$ cat src/rtl/pinbank_pkg.sv
`timescale 1ns/1ps
package pinbank_pkg;
  localparam int unsigned ADDR_W = 4;
  // register map; the host decodes these offsets
  localparam logic [ADDR_W-1:0] RA_DIR  = 4'h0;
  localparam logic [ADDR_W-1:0] RA_OUT  = 4'h1;
  localparam logic [ADDR_W-1:0] RA_ALT  = 4'h2;
  localparam logic [ADDR_W-1:0] RA_MASK = 4'h3;
  localparam logic [ADDR_W-1:0] RA_TRIG = 4'h4;
  localparam logic [ADDR_W-1:0] RA_EPOL = 4'h5;
  localparam logic [ADDR_W-1:0] RA_LPOL = 4'h6;
  localparam logic [ADDR_W-1:0] RA_STAT = 4'h7;
  localparam logic [ADDR_W-1:0] RA_LVL  = 4'h8;
endpackage

$ cat src/rtl/pinbank_rstsync.sv
`timescale 1ns/1ps
module pinbank_rstsync (
  input  logic clk,
  input  logic rst_n,
  output logic rst_sync_n
);
  logic [1:0] rs_q;

  always_ff @(posedge clk or negedge rst_n) begin
    if (!rst_n) rs_q <= 2'b00;
    else        rs_q <= {rs_q[0], 1'b1};
  end

  assign rst_sync_n = rs_q[1];
endmodule

$ cat src/rtl/pinbank_sync.sv
`timescale 1ns/1ps
module pinbank_sync #(
  parameter int unsigned NPIN   = 16,
  parameter int unsigned STAGES = 2
) (
  input  logic            clk,
  input  logic            rst_n,
  input  logic [NPIN-1:0] pin_raw,
  output logic [NPIN-1:0] sync_lvl
);
  logic [NPIN-1:0] stage_q [STAGES];

  for (genvar g = 0; g < STAGES; g++) begin : g_stage
    logic [NPIN-1:0] stage_d;
    if (g == 0) begin : g_first
      assign stage_d = pin_raw;
    end else begin : g_next
      assign stage_d = stage_q[g-1];
    end
    always_ff @(posedge clk or negedge rst_n) begin
      if (!rst_n) stage_q[g] <= '0;
      else        stage_q[g] <= stage_d;
    end
  end

  assign sync_lvl = stage_q[STAGES-1];

  // cycles since reset, so the delay check never looks before it
  logic [1:0] age_q;
  logic [1:0] age_d;
  always_comb age_d = (age_q == 2'd3) ? age_q : age_q + 2'd1;
  always_ff @(posedge clk or negedge rst_n) begin
    if (!rst_n) age_q <= 2'd0;
    else        age_q <= age_d;
  end

  if (STAGES == 2) begin : g_chk

    sync_delay_chk: assert property (@(posedge clk) disable iff (!rst_n)
      (age_q == 2'd3) |-> (sync_lvl == $past(pin_raw, 2)));
  end
endmodule

$ cat src/rtl/pinbank_cfg.sv
`timescale 1ns/1ps
module pinbank_cfg
  import pinbank_pkg::*;
#(
  parameter int unsigned NPIN = 16
) (
  input  logic              clk,
  input  logic              rst_n,
  input  logic              host_wr,
  input  logic [ADDR_W-1:0] host_addr,
  input  logic [NPIN-1:0]   host_wdata,
  input  logic [NPIN-1:0]   status_in,
  input  logic [NPIN-1:0]   level_in,
  output logic [NPIN-1:0]   host_rdata,
  output logic [NPIN-1:0]   dir_o,
  output logic [NPIN-1:0]   out_o,
  output logic [NPIN-1:0]   alt_o,
  output logic [NPIN-1:0]   mask_o,
  output logic [NPIN-1:0]   trig_o,
  output logic [NPIN-1:0]   epol_o,
  output logic [NPIN-1:0]   lpol_o,
  output logic              stat_wr
);
  logic en_dir, en_out, en_alt, en_mask, en_trig, en_epol, en_lpol;

  // write enables, one per register
  always_comb begin
    en_dir  = host_wr && (host_addr == RA_DIR);
    en_out  = host_wr && (host_addr == RA_OUT);
    en_alt  = host_wr && (host_addr == RA_ALT);
    en_mask = host_wr && (host_addr == RA_MASK);
    en_trig = host_wr && (host_addr == RA_TRIG);
    en_epol = host_wr && (host_addr == RA_EPOL);
    en_lpol = host_wr && (host_addr == RA_LPOL);
    stat_wr = host_wr && (host_addr == RA_STAT);
  end

  always_ff @(posedge clk or negedge rst_n) begin
    if (!rst_n) begin
      dir_o  <= '0;
      out_o  <= '0;
      alt_o  <= '0;
      mask_o <= '1;
      trig_o <= '0;
      epol_o <= '0;
      lpol_o <= '0;
    end else begin
      if (en_dir)  dir_o  <= host_wdata;
      if (en_out)  out_o  <= host_wdata;
      if (en_alt)  alt_o  <= host_wdata;
      if (en_mask) mask_o <= host_wdata;
      if (en_trig) trig_o <= host_wdata;
      if (en_epol) epol_o <= host_wdata;
      if (en_lpol) lpol_o <= host_wdata;
    end
  end

  always_comb begin
    case (host_addr)
      RA_DIR:  host_rdata = dir_o;
      RA_OUT:  host_rdata = out_o;
      RA_ALT:  host_rdata = alt_o;
      RA_MASK: host_rdata = mask_o;
      RA_TRIG: host_rdata = trig_o;
      RA_EPOL: host_rdata = epol_o;
      RA_LPOL: host_rdata = lpol_o;
      RA_STAT: host_rdata = status_in;
      RA_LVL:  host_rdata = level_in;
      default: host_rdata = '0;
    endcase
  end


  cfg_hold_chk: assert property (@(posedge clk) disable iff (!rst_n)
    !host_wr |=> $stable(mask_o));
endmodule

$ cat src/rtl/pinbank_detect.sv
`timescale 1ns/1ps
module pinbank_detect #(
  parameter int unsigned NPIN = 16
) (
  input  logic            clk,
  input  logic            rst_n,
  input  logic [NPIN-1:0] sync_lvl,
  input  logic [NPIN-1:0] trig,
  input  logic [NPIN-1:0] epol,
  input  logic [NPIN-1:0] lpol,
  input  logic            stat_wr,
  input  logic [NPIN-1:0] stat_wdata,
  output logic [NPIN-1:0] status_q
);
  logic [NPIN-1:0] prev_q;
  logic [NPIN-1:0] hit;
  logic [NPIN-1:0] status_d;

  for (genvar p = 0; p < NPIN; p++) begin : g_pin
    logic rise, fall, edge_hit, lvl_hit;
    always_comb begin
      rise     = sync_lvl[p] & ~prev_q[p];
      fall     = ~sync_lvl[p] & prev_q[p];
      edge_hit = trig[p] & (epol[p] ? rise : fall);
      lvl_hit  = ~trig[p] & (lpol[p] ? sync_lvl[p] : ~sync_lvl[p]);
      hit[p]   = edge_hit | lvl_hit;
    end
  end

  // a hit overrides a clear in the same cycle
  always_comb begin
    status_d = (stat_wr ? (status_q & stat_wdata) : status_q) | hit;
  end

  always_ff @(posedge clk or negedge rst_n) begin
    if (!rst_n) begin
      prev_q   <= '0;
      status_q <= '0;
    end else begin
      prev_q   <= sync_lvl;
      status_q <= status_d;
    end
  end


  status_sticky_chk: assert property (@(posedge clk) disable iff (!rst_n)
    !stat_wr |=> ((status_q & $past(status_q)) == $past(status_q)));


  status_clear_chk: assert property (@(posedge clk) disable iff (!rst_n)
    (stat_wr && (stat_wdata == '0) && (hit == '0)) |=> (status_q == '0));


  hit_latch_chk: assert property (@(posedge clk) disable iff (!rst_n)
    (hit != '0) |=> ((status_q & $past(hit)) == $past(hit)));
endmodule

$ cat src/rtl/pinbank_irq.sv
`timescale 1ns/1ps
module pinbank_irq
  import pinbank_pkg::*;
#(
  parameter int unsigned NPIN   = 16,
  parameter int unsigned STAGES = 2
) (
  input  logic              clk,
  input  logic              rst_n,
  input  logic              host_wr,
  input  logic [ADDR_W-1:0] host_addr,
  input  logic [NPIN-1:0]   host_wdata,
  output logic [NPIN-1:0]   host_rdata,
  input  logic [NPIN-1:0]   pin_in,
  output logic [NPIN-1:0]   pin_out,
  output logic [NPIN-1:0]   pin_oe,
  output logic [NPIN-1:0]   alt_sel,
  output logic              bank_irq
);
  logic            rst_i_n;
  logic [NPIN-1:0] sync_lvl;
  logic [NPIN-1:0] status_q;
  logic [NPIN-1:0] mask_r, trig_r, epol_r, lpol_r;
  logic            stat_wr;

  pinbank_rstsync u_rst (
    .clk        (clk),
    .rst_n      (rst_n),
    .rst_sync_n (rst_i_n)
  );

  pinbank_sync #(.NPIN(NPIN), .STAGES(STAGES)) u_sync (
    .clk      (clk),
    .rst_n    (rst_i_n),
    .pin_raw  (pin_in),
    .sync_lvl (sync_lvl)
  );

  pinbank_cfg #(.NPIN(NPIN)) u_cfg (
    .clk        (clk),
    .rst_n      (rst_i_n),
    .host_wr    (host_wr),
    .host_addr  (host_addr),
    .host_wdata (host_wdata),
    .status_in  (status_q),
    .level_in   (sync_lvl),
    .host_rdata (host_rdata),
    .dir_o      (pin_oe),
    .out_o      (pin_out),
    .alt_o      (alt_sel),
    .mask_o     (mask_r),
    .trig_o     (trig_r),
    .epol_o     (epol_r),
    .lpol_o     (lpol_r),
    .stat_wr    (stat_wr)
  );

  pinbank_detect #(.NPIN(NPIN)) u_det (
    .clk        (clk),
    .rst_n      (rst_i_n),
    .sync_lvl   (sync_lvl),
    .trig       (trig_r),
    .epol       (epol_r),
    .lpol       (lpol_r),
    .stat_wr    (stat_wr),
    .stat_wdata (host_wdata),
    .status_q   (status_q)
  );

  assign bank_irq = |(status_q & ~mask_r);
endmodule

$ cat config.mk
export PLATFORM = sky130hd
export DESIGN_NAME = pinbank_irq
export DESIGN_NICKNAME = d
export VERILOG_FILES = /design/src/rtl/pinbank_pkg.sv /design/src/rtl/pinbank_rstsync.sv /design/src/rtl/pinbank_sync.sv /design/src/rtl/pinbank_cfg.sv /design/src/rtl/pinbank_detect.sv /design/src/rtl/pinbank_irq.sv
export SDC_FILE = /design/constraint.sdc
export NUM_CORES = 1
export LEC_CHECK = 0
export BUFFER_PORTS_ARGS = -buffer_cell sky130_fd_sc_hd__buf_4
export CAP_MARGIN = 20
export CORE_ASPECT_RATIO = 1.4
export CORE_MARGIN = 1.5
export CORE_UTILIZATION = 58
export CTS_BUF_LIST = sky130_fd_sc_hd__clkbuf_16
export DETAILED_ROUTE_END_ITERATION = 7
export PLACE_DENSITY = 0.8
export SYNTH_ARGS = -nofsm -noshare
export SYNTH_HDL_FRONTEND = slang
export SYNTH_HIERARCHICAL = 1
export SYNTH_SLANG_ARGS = --single-unit
$ cat constraint.sdc
create_clock -name clk -period 6 [get_ports clk]
set_input_delay 0.3 -clock clk [delete_from_list [all_inputs] [get_ports clk]]
set_output_delay 0.3 -clock clk [all_outputs]
set_load 0.03 [all_outputs]
==> reports/qor.yml <==
result_of_the_run: "finished clean"
die_area_um2: 14600
nNetsFinal: 769
timing.final.hold_violations: 0
grt_max_degree: 67
synth-edff-count: 0
gr-usage-all-layers: 0.302
syn-num-nets: 652
final_layout_size_suffix_gt1_frac: 0.406
power.density_cell_area_nw_per_um2: 370
port_buffers: 103
synth_warnings: 6
synth.most_common_cell: "dfrtp_1"
final_cell_area_um2: 9690
maxSlewHeadroom: 0.161
crit_type: "primary input to output pin"
dr.first_iter.drc_count: 514
syn_avg_cell_area_um2: 13.1
cpPeakStageDelay_ns: 0.67
first_global_vias: 6187
vdd.ir_drop.worst_v: 0.000230
num_antenna_cells: 0
worst_setup_hold_path_clk_slew_ns: 0.07
netlist_area_um2: 8050
yosys_register_bits: 178
postcts_resize_cnt: 0
total_clock_buffers_created_by_cts: 17
ys.flop_type: "dfrtp_1"
worstPathRequired_ns: 5.70
path_common_cell: "buf_4"
hpwl_detailed_mm: 13.2
pre_cts_ws_ns: 3.08
synth_area_leaders: "dfrtp_1 50%, mux2_2 17%, dfstp_2 5.2%"
globalRoute.totalOverflow: 0
clk_path_buf_depth: 2
worstPathArrival_ns: 2.56
p_leak_nw: 4.22
via_count: 5983
post_synth_most_frequent_cells: "162 x dfrtp_1, 120 x mux2_2, 37 x inv_1"
grt_antenna_before_repair: 0
critical_path.endpoint_type: "output pin"
io_pins: 104
syn_to_final_growth_pct: 20.4
clkLatencyLatePin_ns: 0.43
clock.fmax_mhz: 349
clkSinkCount: 178
clock_tree.root_cell: "clkbuf_16"
detail_route.wirelength_mm: 21.2
sequential_fraction_of_the_synthesis_area: 0.556
wl_per_cell_um: 22.9
synth.lib_cells_used.distinct: 46
gp_routability_congestion: 0.889
postSynthCellCount: 613
nFillCells: 929
postCtsSetupBuffers: 0
fin_worst_skew_ns: 0.00686
seqCellArea_um2: 4480
worst_slew_pin_slew_ns: 1.25
worstPathMaxFanout: 45
critPathSlowestCell: "nor2_1"
place.detailed.instances: 875
fin_crit_ns: 2.86
final.setup.worst_slack_ns: 3.14
detail-route-antenna-nets: 0
vias_per_cell: 6.47
post_route_drc_violation_count: 0
finalCritPeriodShare: 0.477
initial_utilization: 0.598
slew_viol_final: 0
area_of_the_multi_input_gates_um2: 3280
y_dimension_of_the_die_um: 142
grt_setup_unrepaired: "false"
drv_cap: 0
drt_pre_antenna_iters: 7
die_x_um: 103
async_reset_ff_frac: 1.00
core_outline_area_um2: 13500
cts_tree: "yes"
cp_cell_sequence: "buf_4, nand2b_1, nor2_1, a222oi_1, a21oi_1, buf_4"
timing.critical_path.from_type: "primary input"
layout.cells.non_filler: 925
tns_setup_ns: 0
finalCoreUtilization: 0.721
synth_top_cell_area_share: 0.504
dpl_cell_area_um2: 8920
post_cts_hold_buffers: 17
class_of_the_tightest_hold_or_removal_check: "primary input to flop"
rows: 50
h-tree-depth: 4
grt_pass1_wl_mm: 32.9
finalSetupViolations: 0
synth_top_area_cell: "dfrtp_1"
[worst paths after layout]
path	from	to	slack [ns]	cells after the start
max	host_addr[2]	host_rdata[10]	3.14	6
min	host_wdata[1]	u_cfg/alt_o[1]	0.16	2
max reg2reg	u_rst/rs_q[1]	u_sync/sync_lvl[13]	4.34	1
min reg2reg	u_sync/g_stage[1].stage_d[8]	u_sync/sync_lvl[8]	0.35	0
max in group asynchronous	u_rst/rs_q[1]	u_sync/sync_lvl[13]	4.34	1
min in group asynchronous	rst_n	u_rst/rs_q[1]	0.18	2
[logic make-up after synthesis]
kind of cell	Yosys count	synth area share
flip-flops	178	0.556
buffers and inverters	63	0.0362
multiplexers	139	0.202
AO/OA/AOI/OAI	143	0.141
AND/OR/NAND/NOR	89	0.0637
other	1	0.000466
[worst max-delay path: cells and delay by family]
kind	cells	cell delay, ns
compound gates	2	0.51
buf+inv	2	0.69
simple gates	2	1.05
[cell type report]
| cell class | instances | share of cell area |
|---|---|---|
| sequential | 178 | 0.462 |
| multi-input combinational | 372 | 0.339 |
| timing repair buffer | 124 | 0.100 |
| clock buffer | 17 | 0.0439 |
| tap | 182 | 0.0235 |
| clock inverter | 15 | 0.0173 |
| inverter | 37 | 0.0143 |
[stage by stage]
stage	total power, mW	hold slack (ns)
global route	3.73	0.176
global placement	2.42	0.0826
floorplan	2.15	0.00441
CTS	3.59	0.152
finish	3.59	0.162
detailed placement	2.46	0.0831
[metal layers]
layer	global-route usage	vias to the layer above	wire length (um)	share of wire
li1	-	2535	-	-
met1	0.375	3034	8070	0.38
met2	0.502	324	10700	0.51
met3	0.0589	90	1500	0.071
met4	0.148	0	896	0.042
met5	0	-	0	0
[state kept, by name, summed over array words and instances, names as in the netlist]
| register | cells |
|---|---|
| u_cfg/alt_o | 16 |
| u_cfg/dir_o | 16 |
| u_cfg/epol_o | 16 |
| u_cfg/lpol_o | 16 |
| u_cfg/mask_o | 16 |
| u_cfg/out_o | 16 |
| u_cfg/trig_o | 16 |
| u_det/prev_q | 16 |
| u_det/status_q | 16 |
| u_rst/rs_q | 2 |
| u_sync/g_stage.stage_d | 16 |
| u_sync/sync_lvl | 16 |
[cells in the final DEF, fill, tap and decap left out, types with 6 or more instances in the layout]
master and count:
nor2_1 24, mux2_4 10, dlygate4sd3_1 17, mux2i_1 6, inv_1 39, nor2b_1 15, nor3_1 9, a22oi_1 15
nand2_1 17, buf_4 106, a22o_1 12, o21ai_1 16, a21oi_1 14, a32oi_1 6, mux2_2 120, clkbuf_16 17
a222oi_1 12, a311oi_1 16, o221a_1 16, dfstp_2 16, dfrtp_1 161, o21ai_0 16
[power breakdown]
part | switching [mW] | internal (mW)
Sequential | 0.211 | 1.42
Clock | 0.463 | 0.652
Combinational | 0.443 | 0.399
No activity file was read; power rests on OpenSTA's default activity.
